### config.mk
export PLATFORM = sky130hd
export DESIGN_NAME = sdram_lp_seq
export DESIGN_NICKNAME = d
export VERILOG_FILES = /design/src/rtl/lp_seq_pkg.sv /design/src/rtl/lp_down_timer.sv /design/src/rtl/lp_pd_watchdog.sv /design/src/rtl/lp_pin_drive.sv /design/src/rtl/sdram_lp_seq.sv
export SDC_FILE = /design/constraint.sdc
export NUM_CORES = 1
export LEC_CHECK = 0
export BUFFER_PORTS_ARGS = -buffer_cell sky130_fd_sc_hd__buf_2
export CORE_UTILIZATION = 39
export CTS_CLUSTER_DIAMETER = 150
export CTS_CLUSTER_SIZE = 28
export DETAILED_ROUTE_END_ITERATION = 10
export PLACE_DENSITY = 0.58
export SLEW_MARGIN = 10
export SYNTH_ARGS = -nofsm -noshare
export SYNTH_HDL_FRONTEND = slang
export SYNTH_SLANG_ARGS = --single-unit
### constraint.sdc
create_clock -name clk -period 2.86 [get_ports clk]
set_input_delay 0.143 -clock clk [delete_from_list [all_inputs] [get_ports clk]]
set_output_delay 0.143 -clock clk [all_outputs]
set_load 0.01 [all_outputs]
### src/rtl/lp_seq_pkg.sv
package lp_seq_pkg;

   typedef enum logic [2:0] {
      ST_IDLE         = 3'd0,
      ST_SR_ENTER     = 3'd1,
      ST_SR_HOLD      = 3'd2,
      ST_SR_EXIT_WAIT = 3'd3,
      ST_PD_HOLD      = 3'd4,
      ST_PD_EXIT_WAIT = 3'd5
   } lp_state_t;

   typedef struct packed {
      logic cs_n;
      logic ras_n;
      logic cas_n;
      logic we_n;
   } sd_cmd_t;

   localparam sd_cmd_t CMD_NOP  = 4'b0111;
   localparam sd_cmd_t CMD_SREF = 4'b0001;

endpackage

### src/rtl/lp_down_timer.sv
module lp_down_timer #(
   parameter int W = 4
) (
   input  logic         clk,
   input  logic         rst_n,
   input  logic         load,
   input  logic [W-1:0] load_val,
   output logic         zero
);
   logic [W-1:0] cnt_q;

   always_ff @(posedge clk) begin
      if (!rst_n)
         cnt_q <= '0;
      else if (load)
         cnt_q <= load_val;
      else if (cnt_q != '0)
         cnt_q <= cnt_q - 1'b1;
   end

   assign zero = (cnt_q == '0);


   count_step_chk: assert property (@(posedge clk) disable iff (!rst_n)
      (!load && !zero) |=> (cnt_q == $past(cnt_q) - 1'b1));

endmodule

### src/rtl/lp_pd_watchdog.sv
module lp_pd_watchdog #(
   parameter int LIMIT = 16
) (
   input  logic clk,
   input  logic rst_n,
   input  logic run,
   output logic expire
);
   localparam int WW = (LIMIT > 2) ? $clog2(LIMIT) : 1;

   logic [WW-1:0] cnt_q;

   always_ff @(posedge clk) begin
      if (!rst_n || !run)
         cnt_q <= '0;
      else if (!expire)
         cnt_q <= cnt_q + 1'b1;
   end

   assign expire = run && (cnt_q == WW'(LIMIT - 1));


   pd_window_chk: assert property (@(posedge clk) disable iff (!rst_n)
      (int'(cnt_q) < LIMIT));


   pd_restart_chk: assert property (@(posedge clk) disable iff (!rst_n)
      $rose(run) |-> (cnt_q == '0));

endmodule

### src/rtl/lp_pin_drive.sv
module lp_pin_drive
   import lp_seq_pkg::*;
(
   input  logic      clk,
   input  logic      rst_n,
   input  lp_state_t state,
   output logic      cke,
   output sd_cmd_t   cmd,
   output logic      ready
);
   always_comb begin
      cmd   = CMD_NOP;
      cke   = 1'b1;
      ready = 1'b0;
      unique case (state)
         ST_IDLE:         ready = 1'b1;
         ST_SR_ENTER: begin
            cke = 1'b0;
            cmd = CMD_SREF;
         end
         ST_SR_HOLD:      cke = 1'b0;
         ST_PD_HOLD:      cke = 1'b0;
         ST_SR_EXIT_WAIT: cke = 1'b1;
         ST_PD_EXIT_WAIT: cke = 1'b1;
         default:         cke = 1'b1;
      endcase
   end


   sref_cke_low_chk: assert property (@(posedge clk) disable iff (!rst_n)
      (cmd == CMD_SREF) |-> !cke);


   wake_nop_chk: assert property (@(posedge clk) disable iff (!rst_n)
      $rose(cke) |-> (cmd == CMD_NOP && !ready));


   ready_cke_chk: assert property (@(posedge clk) disable iff (!rst_n)
      ready |-> (cke && cmd == CMD_NOP));


   hold_after_sref_chk: assert property (@(posedge clk) disable iff (!rst_n)
      (cmd == CMD_SREF) |=> (!cke && cmd == CMD_NOP));

endmodule

### src/rtl/sdram_lp_seq.sv
module sdram_lp_seq
   import lp_seq_pkg::*;
#(
   parameter int T_RC          = 8,
   parameter int T_XSR         = 10,
   parameter int T_PDX         = 2,
   parameter int PD_MAX        = 1000,
   parameter bit BURST_REFRESH = 1'b1
) (
   input  logic clk,
   input  logic rst_n,
   input  logic sr_req,
   input  logic pd_req,
   input  logic wake_req,
   input  logic banks_idle,
   input  logic refresh_due,
   output logic cke,
   output logic cs_n,
   output logic ras_n,
   output logic cas_n,
   output logic we_n,
   output logic ready,
   output logic rfsh_req
);
   localparam int SRX  = T_RC + T_XSR;
   localparam int MAXW = (SRX > T_PDX) ? SRX : T_PDX;
   localparam int TW   = $clog2(MAXW + 1);

   generate
      if (T_RC < 1) begin : g_bad_trc
         $error("T_RC must be at least 1");
      end
      if (T_XSR < 0) begin : g_bad_txsr
         $error("T_XSR must not be negative");
      end
      if (T_PDX < 1) begin : g_bad_tpdx
         $error("T_PDX must be at least 1");
      end
      if (PD_MAX < 2) begin : g_bad_pdmax
         $error("PD_MAX must be at least 2");
      end
   endgenerate

   lp_state_t state_q, state_d;
   logic      sr_pend_q;
   logic      pd_forced_q;
   logic      tmr_load, tmr_zero;
   logic [TW-1:0] tmr_val;
   logic      wd_expire;
   logic      pd_leave;
   logic      sr_kick, pd_kick;
   sd_cmd_t   cmd;

   assign pd_leave = wake_req || refresh_due || wd_expire;

   always_comb begin
      state_d = state_q;
      unique case (state_q)
         ST_IDLE: begin
            if ((sr_req || sr_pend_q) && banks_idle)
               state_d = ST_SR_ENTER;
            else if (pd_req && !sr_req && !sr_pend_q && !refresh_due)
               state_d = ST_PD_HOLD;
         end
         ST_SR_ENTER:     state_d = ST_SR_HOLD;
         ST_SR_HOLD:      if (wake_req) state_d = ST_SR_EXIT_WAIT;
         ST_SR_EXIT_WAIT: if (tmr_zero) state_d = ST_IDLE;
         ST_PD_HOLD:      if (pd_leave) state_d = ST_PD_EXIT_WAIT;
         ST_PD_EXIT_WAIT: if (tmr_zero) state_d = ST_IDLE;
         default:         state_d = ST_IDLE;
      endcase
   end

   always_ff @(posedge clk) begin
      if (!rst_n) begin
         state_q     <= ST_IDLE;
         sr_pend_q   <= 1'b0;
         pd_forced_q <= 1'b0;
      end else begin
         state_q <= state_d;
         if (state_q != ST_IDLE || state_d == ST_SR_ENTER)
            sr_pend_q <= 1'b0;
         else if (sr_req)
            sr_pend_q <= 1'b1;
         if (state_q == ST_PD_HOLD && pd_leave)
            pd_forced_q <= refresh_due || wd_expire;
      end
   end

   always_comb begin
      tmr_load = 1'b0;
      tmr_val  = TW'(SRX - 1);
      if (state_q == ST_SR_HOLD && wake_req) begin
         tmr_load = 1'b1;
         tmr_val  = TW'(SRX - 1);
      end else if (state_q == ST_PD_HOLD && pd_leave) begin
         tmr_load = 1'b1;
         tmr_val  = TW'(T_PDX - 1);
      end
   end

   lp_down_timer #(.W(TW)) u_timer (
      .clk      (clk),
      .rst_n    (rst_n),
      .load     (tmr_load),
      .load_val (tmr_val),
      .zero     (tmr_zero)
   );

   lp_pd_watchdog #(.LIMIT(PD_MAX)) u_wdog (
      .clk    (clk),
      .rst_n  (rst_n),
      .run    (state_q == ST_PD_HOLD),
      .expire (wd_expire)
   );

   lp_pin_drive u_pins (
      .clk   (clk),
      .rst_n (rst_n),
      .state (state_q),
      .cke   (cke),
      .cmd   (cmd),
      .ready (ready)
   );

   generate
      if (BURST_REFRESH) begin : g_sr_burst
         assign sr_kick = (state_q == ST_SR_EXIT_WAIT) && tmr_zero;
      end else begin : g_sr_spread
         assign sr_kick = 1'b0;
      end
   endgenerate

   assign pd_kick  = (state_q == ST_PD_EXIT_WAIT) && tmr_zero && pd_forced_q;
   assign rfsh_req = sr_kick || pd_kick;

   assign cs_n  = cmd.cs_n;
   assign ras_n = cmd.ras_n;
   assign cas_n = cmd.cas_n;
   assign we_n  = cmd.we_n;


   sref_banks_idle_chk: assert property (@(posedge clk) disable iff (!rst_n)
      (state_q == ST_SR_ENTER) |-> $past(banks_idle));


   kick_then_ready_chk: assert property (@(posedge clk) disable iff (!rst_n)
      rfsh_req |=> ready);


   sr_hold_stable_chk: assert property (@(posedge clk) disable iff (!rst_n)
      (state_q == ST_SR_HOLD && !wake_req) |=> (!cke && !ready));


   pd_guard_chk: assert property (@(posedge clk) disable iff (!rst_n)
      (state_q == ST_IDLE && refresh_due) |=> state_q != ST_PD_HOLD);

endmodule

# Word-level counts from Yosys, hierarchy flattened
# Index checks and enable logic that the tools add are counted.
[word_totals] regBits=20 out_inout_bits=7 in_bits=7 wordCells=60
[classes] reduce_logical=30 add_sub_neg=2 eq_ne=7 muxes=15 n_bitwise=1
[ops] operator="2-to-1 mux 5 bit" count=4
[ops] operator="2-to-1 mux 3 bit" count=6
[ops] operator="case mux 3 bit (5 select lines)" count=1
[ops] operator="adder 10 x 1 -> 10 bit, second input constant" count=1
[ops] operator="== test 10 bit, second input constant" count=1
[ops] operator="logical AND 1 bit" count=10
[ops] operator="logical OR 1 bit" count=7
[ops] operator="== test 3 x 1 -> 1 bit, second input constant" count=2
[ops] operator="== test 3 x 2 -> 1 bit, second input constant" count=2
[ops] operator="== test 3 bit, second input constant" count=2
[ops] operator="logical NOT 1 bit" count=5
[ops] operator="logical NOT 5 bit" count=1
[ops] operator="nonzero test 5 bit" count=1
[ops] operator="subtractor 5 x 1 -> 5 bit, second input constant" count=1
[ops] operator="2-to-1 mux 1 bit" count=4
[ops] operator="OR reduction 2 bit" count=2
[ops] operator="logical NOT 3 bit" count=1
[ops] operator="nonzero test 3 bit" count=1
[ops] operator="OR reduction 3 bit" count=1
[ops] operator="nonzero test 2 bit" count=1
[ops] operator="NOT 1 bit" count=1

# Longest topological paths before layout
[logic_depth] word_depth=10 ltp_mapped=6 mapped_depth_nobuf=6

# Hierarchy
# A second synthesis with hierarchy kept.
[unflattened] hier_cells=138 hier_area_um2=1157.4
[by_module_without_submodules] mod="lp_pd_watchdog" area_per_inst_um2=496.7 seq_area_each_um2=200.2 instances=1 cells_each=57
[by_module_without_submodules] mod="lp_down_timer" area_per_inst_um2=300.3 seq_area_each_um2=100.1 instances=1 cells_each=34
[by_module_without_submodules] mod="sdram_lp_seq" area_per_inst_um2=299.0 seq_area_each_um2=100.1 instances=1 cells_each=36
[by_module_without_submodules] mod="lp_pin_drive" area_per_inst_um2=61.3 seq_area_each_um2=0.0 instances=1 cells_each=11

# Least setup slack after synthesis
# Ideal clock, no wire load.
[synth_path] path_type="register -> register" from="register u_timer.cnt_q[0]" to="register state_q[0]" slack_ns=1.152 t_required_ns=2.745 n_path_buf=0 arrival_ns=1.593 period_less_slack_ns=1.708 setup_time_ns=0.115 stages_incl_launch_ff=6 path_cell_list="dfxtp_1 inv_1 ha_1 or4b_2 a32o_1 o21a_1"
[synth_via] elab_chain_cells=3
[synth_lines] element="from (decl)" line="lp_down_timer.sv:10" text="logic [W-1:0] cnt_q;"
[synth_lines] element="from (signal assigned)" line="lp_down_timer.sv:16" text="cnt_q <= load_val;"
[synth_lines] element="from (signal assigned)" line="lp_down_timer.sv:18" text="cnt_q <= cnt_q - 1'b1;"
[synth_lines] element="logical NOT 5 bit" line="lp_down_timer.sv:21" text="assign zero = (cnt_q == '0);"
[synth_lines] element="2-to-1 mux 3 bit" line="sdram_lp_seq.sv:67, sdram_lp_seq.sv:69"
[synth_lines] element="case mux 3 bit (5 select lines)" line="sdram_lp_seq.sv:58" text="unique case (state_q)"
[synth_lines] element="to (signal assigned)" line="sdram_lp_seq.sv:80" text="state_q <= state_d;"
[synth_lines] element="to (decl)" line="sdram_lp_seq.sv:44" text="lp_state_t state_q, state_d;"
# No other way between the ends.
# A chain may end at the register's enable or synchronous reset.

# Worst setup path after layout
[layout_path] from="register u_timer.cnt_q[0]" to="output rfsh_req"
[layout_via] elab_chain_cells=4 word_cells_on_any_way=5 classes_between="5 x reduce/logical"
[layout_lines] element="logical NOT 5 bit (*)" line="lp_down_timer.sv:21"
[layout_lines] element="logical AND 1 bit (2 in a row)" line="sdram_lp_seq.sv:134" text="assign pd_kick = (state_q == ST_PD_EXIT_WAIT) && tmr_zero && pd_forced_q;"
[layout_lines] element="logical OR 1 bit (*)" line="sdram_lp_seq.sv:135" text="assign rfsh_req = sr_kick || pd_kick;"
[layout_lines] element="to (decl)" line="sdram_lp_seq.sv:23" text="output logic rfsh_req"
# Mark *: on every way between the ends. The rest lies on a longest branch, timed or not.

==> impl_metrics.ini <==
[die]
die_h_um = 53.8
die_w_um = 53.8
core_um2 = 2500
io_pins = 14
rows = 18
start_util_pct = 41.8
dieArea_um2 = 2890

[clock_tree]
clkTransAtPathRegs_ns = 0.11
cts_tree = yes
cts_setup_buffers = 0
cts_hold_buf = 0
cts_resized = 0
clk_latency_ns = 0.31
cts-root-buf = clkbuf_4
cts.sinks = 20
cts_made_buffers = 3
htree_levels = 1
ctsLongestPathBuffers = 2

[routing]
antenna_left = 0
drtIter0Drc = 7
first_pass_iters = 4
wl_per_cell_um = 11.7
vias_per_cell = 5.19
drt_wl_total_um = 1880
vias = 830
drc = 0

[placement]
place_hpwl_um = 1360
gp_congestion = 0.771
place_inst = 156
port_buffers = 11

[layout]
finalNetCount = 141
n_antenna_cell = 0
final_util_pct = 45.4
final_cells = 160
drive_gt1_share_pct = 16.9
synthToLayoutAreaGrowth_pct = 8.74

[global_routing]
overflow = 0
antenna_found_initial = 0
grt_usage_pct = 15.2
first_global_vias = 736
grt_pass1_wl_um = 3060
grt_max_degree = 13

[yosys]
async_flop_share_pct = 0
synth-main-ff-cell = dfxtp_1
syn_nets = 132
ys_top_cells_by_area = dfxtp_1 (38%), nor2_1 (6.1%), xnor2_1 (5.9%), ha_1 (3.6%), nand3_1 (3.4%)
yosysWarnings = 0
syn_area_um2 = 1040
synth-edff-count = 0
ys_ff_latch = 20
synth.distinct_cells = 38
synth_top_area_share_pct = 38.3
syn_inst = 122
avgSynthCellArea_um2 = 8.56
yosysSeqAreaShare_pct = 38.3
synth_area_leader_cell = dfxtp_1

[setup_path]
crit_family = simple AND/OR/NAND/NOR gates
critPathMaxFanout = 4
max_stage_delay_ns = 0.69
worstPathArrival_ns = 1.98
slowest_stage = nor4b_1
startpoint_type = flip-flop
crit_type = flip-flop to output pin
path_cells = inv_1 > ha_1 > nor4b_1 > and3_1 > buf_2
end_kind = output pin
path_buf_inv = 2
cp.required_ns = 2.72

[job]
cap_violations = 0

[timing]
slew_viol_final = 0
setup_viol = 0
skew_ns = 0.00786
whs_ns = 0.116
post-route-period-util_pct = 74.3
hold_violations = 0
rsz0062_at_grt = false
clock.fmax_mhz = 470
min_period_ns = 2.13
tns_ns = 0
worst_pin_slew_ns = 0.829
slew_headroom_pct = 44.0

[power]
total_power_mw = 0.792
p_per_area_nw_per_um2 = 698
ir_drop_uv = 345
p_leak_nw = 0.406

[min_path]
hold_class = input port to flip-flop

[outcome]
outcome = finished clean
[registers in the layout, indices dropped and copies added, names as in the netlist]
register,flops
u_wdog.cnt_q,10
u_timer.cnt_q,5
state_q,3
pd_forced_q,1
sr_pend_q,1
[stage by stage]
stage	instance area (um^2)	setup WS, ns
global route	1140	0.569
global placement	1100	1.02
floorplan	1040	1.15
finish	1140	0.734
CTS	1140	0.690
detailed placement	1100	0.997
[worst reg2reg max path: cells and delay by family, from the launching register on]
family           cells  cell delay [ns]
AO/OA/AOI/OAI        1             0.07
flip-flops           1             0.55
AND/OR/NAND/NOR      3             1.17
[kinds of logic (layout without fill, tap and decap cells)]
| logic type | after synthesis | count (layout) | share of synthesized area [%] |
|---|---|---|---|
| XOR/XNOR | 9 | 9 | 7.55 |
| multiplexers | 3 | 3 | 3.11 |
| other | 2 | 2 | 0.719 |
| buffers and inverters | 12 | 20 | 5.39 |
| AND/OR/NAND/NOR | 57 | 57 | 31.5 |
| AO/OA/AOI/OAI | 16 | 16 | 9.82 |
| adder cells (fa/ha/maj) | 3 | 3 | 3.59 |
| flip-flops | 20 | 20 | 38.3 |
[routing by layer]
layer | share of wire, % | wire length (um) | GRT usage, % | up-vias
met5 | 0 | 0 | 0 | -
met4 | 1.4 | 27 | 6.58 | 0
met3 | 4.2 | 78 | 5.93 | 4
met2 | 48 | 909 | 26.3 | 12
met1 | 46 | 863 | 16.1 | 377
li1 | - | - | - | 437
[path summary, 6_finish.rpt]
path | from | endpoint | cells after the start | slack, ns
max | u_timer.cnt_q[0]$_SDFFE_PN0P_ | rfsh_req | 5 | 0.73
min | banks_idle | sr_pend_q$_SDFFE_PP0P_ | 2 | 0.12
max reg2reg | state_q[2]$_SDFF_PN0_ | u_timer.cnt_q[1]$_SDFFE_PN0P_ | 4 | 0.97
min reg2reg | u_timer.cnt_q[1]$_SDFFE_PN0P_ | u_timer.cnt_q[1]$_SDFFE_PN0P_ | 2 | 0.52
[cell type report]
class | instances | area (um^2)
clock buffers | 4 | 36.3
well taps | 30 | 37.5
repair buffers | 11 | 55.1
inverters | 5 | 18.8
flip-flops and latches | 20 | 400
multi-input cells | 90 | 588
fillers | 248 | 1360
[placed cells by master, fill, tap and decap left out, drive strengths merged, types with 3 or more instances in the layout]
cell type,netlist,routed
xnor2,7,7
dfxtp,20,20
nand3,8,8
nor3,6,6
o21ai,6,6
clkbuf,4,4
nor2,17,17
ha,3,3
nand2,7,7
buf,3,11
inv,5,5
[where the power goes]
part	switching (mW)	internal (mW)	leakage (nW)
logic	0.128	0.138	0.222
registers	0.0441	0.317	0.163
clock network	0.0872	0.0778	0.0210
total	0.259	0.533	0.406
[Yosys cell counts, types with 3 or more instances]
cell type   n
dfxtp_1    20
buf_4       3
nand3_1     7
ha_1        3
xnor2_1     7
inv_1       5
clkbuf_1    4
o21ai_0     6
nand2_1     7
nor3_1      6
nor2_1     17
No activity file was read; power rests on OpenSTA's default activity.
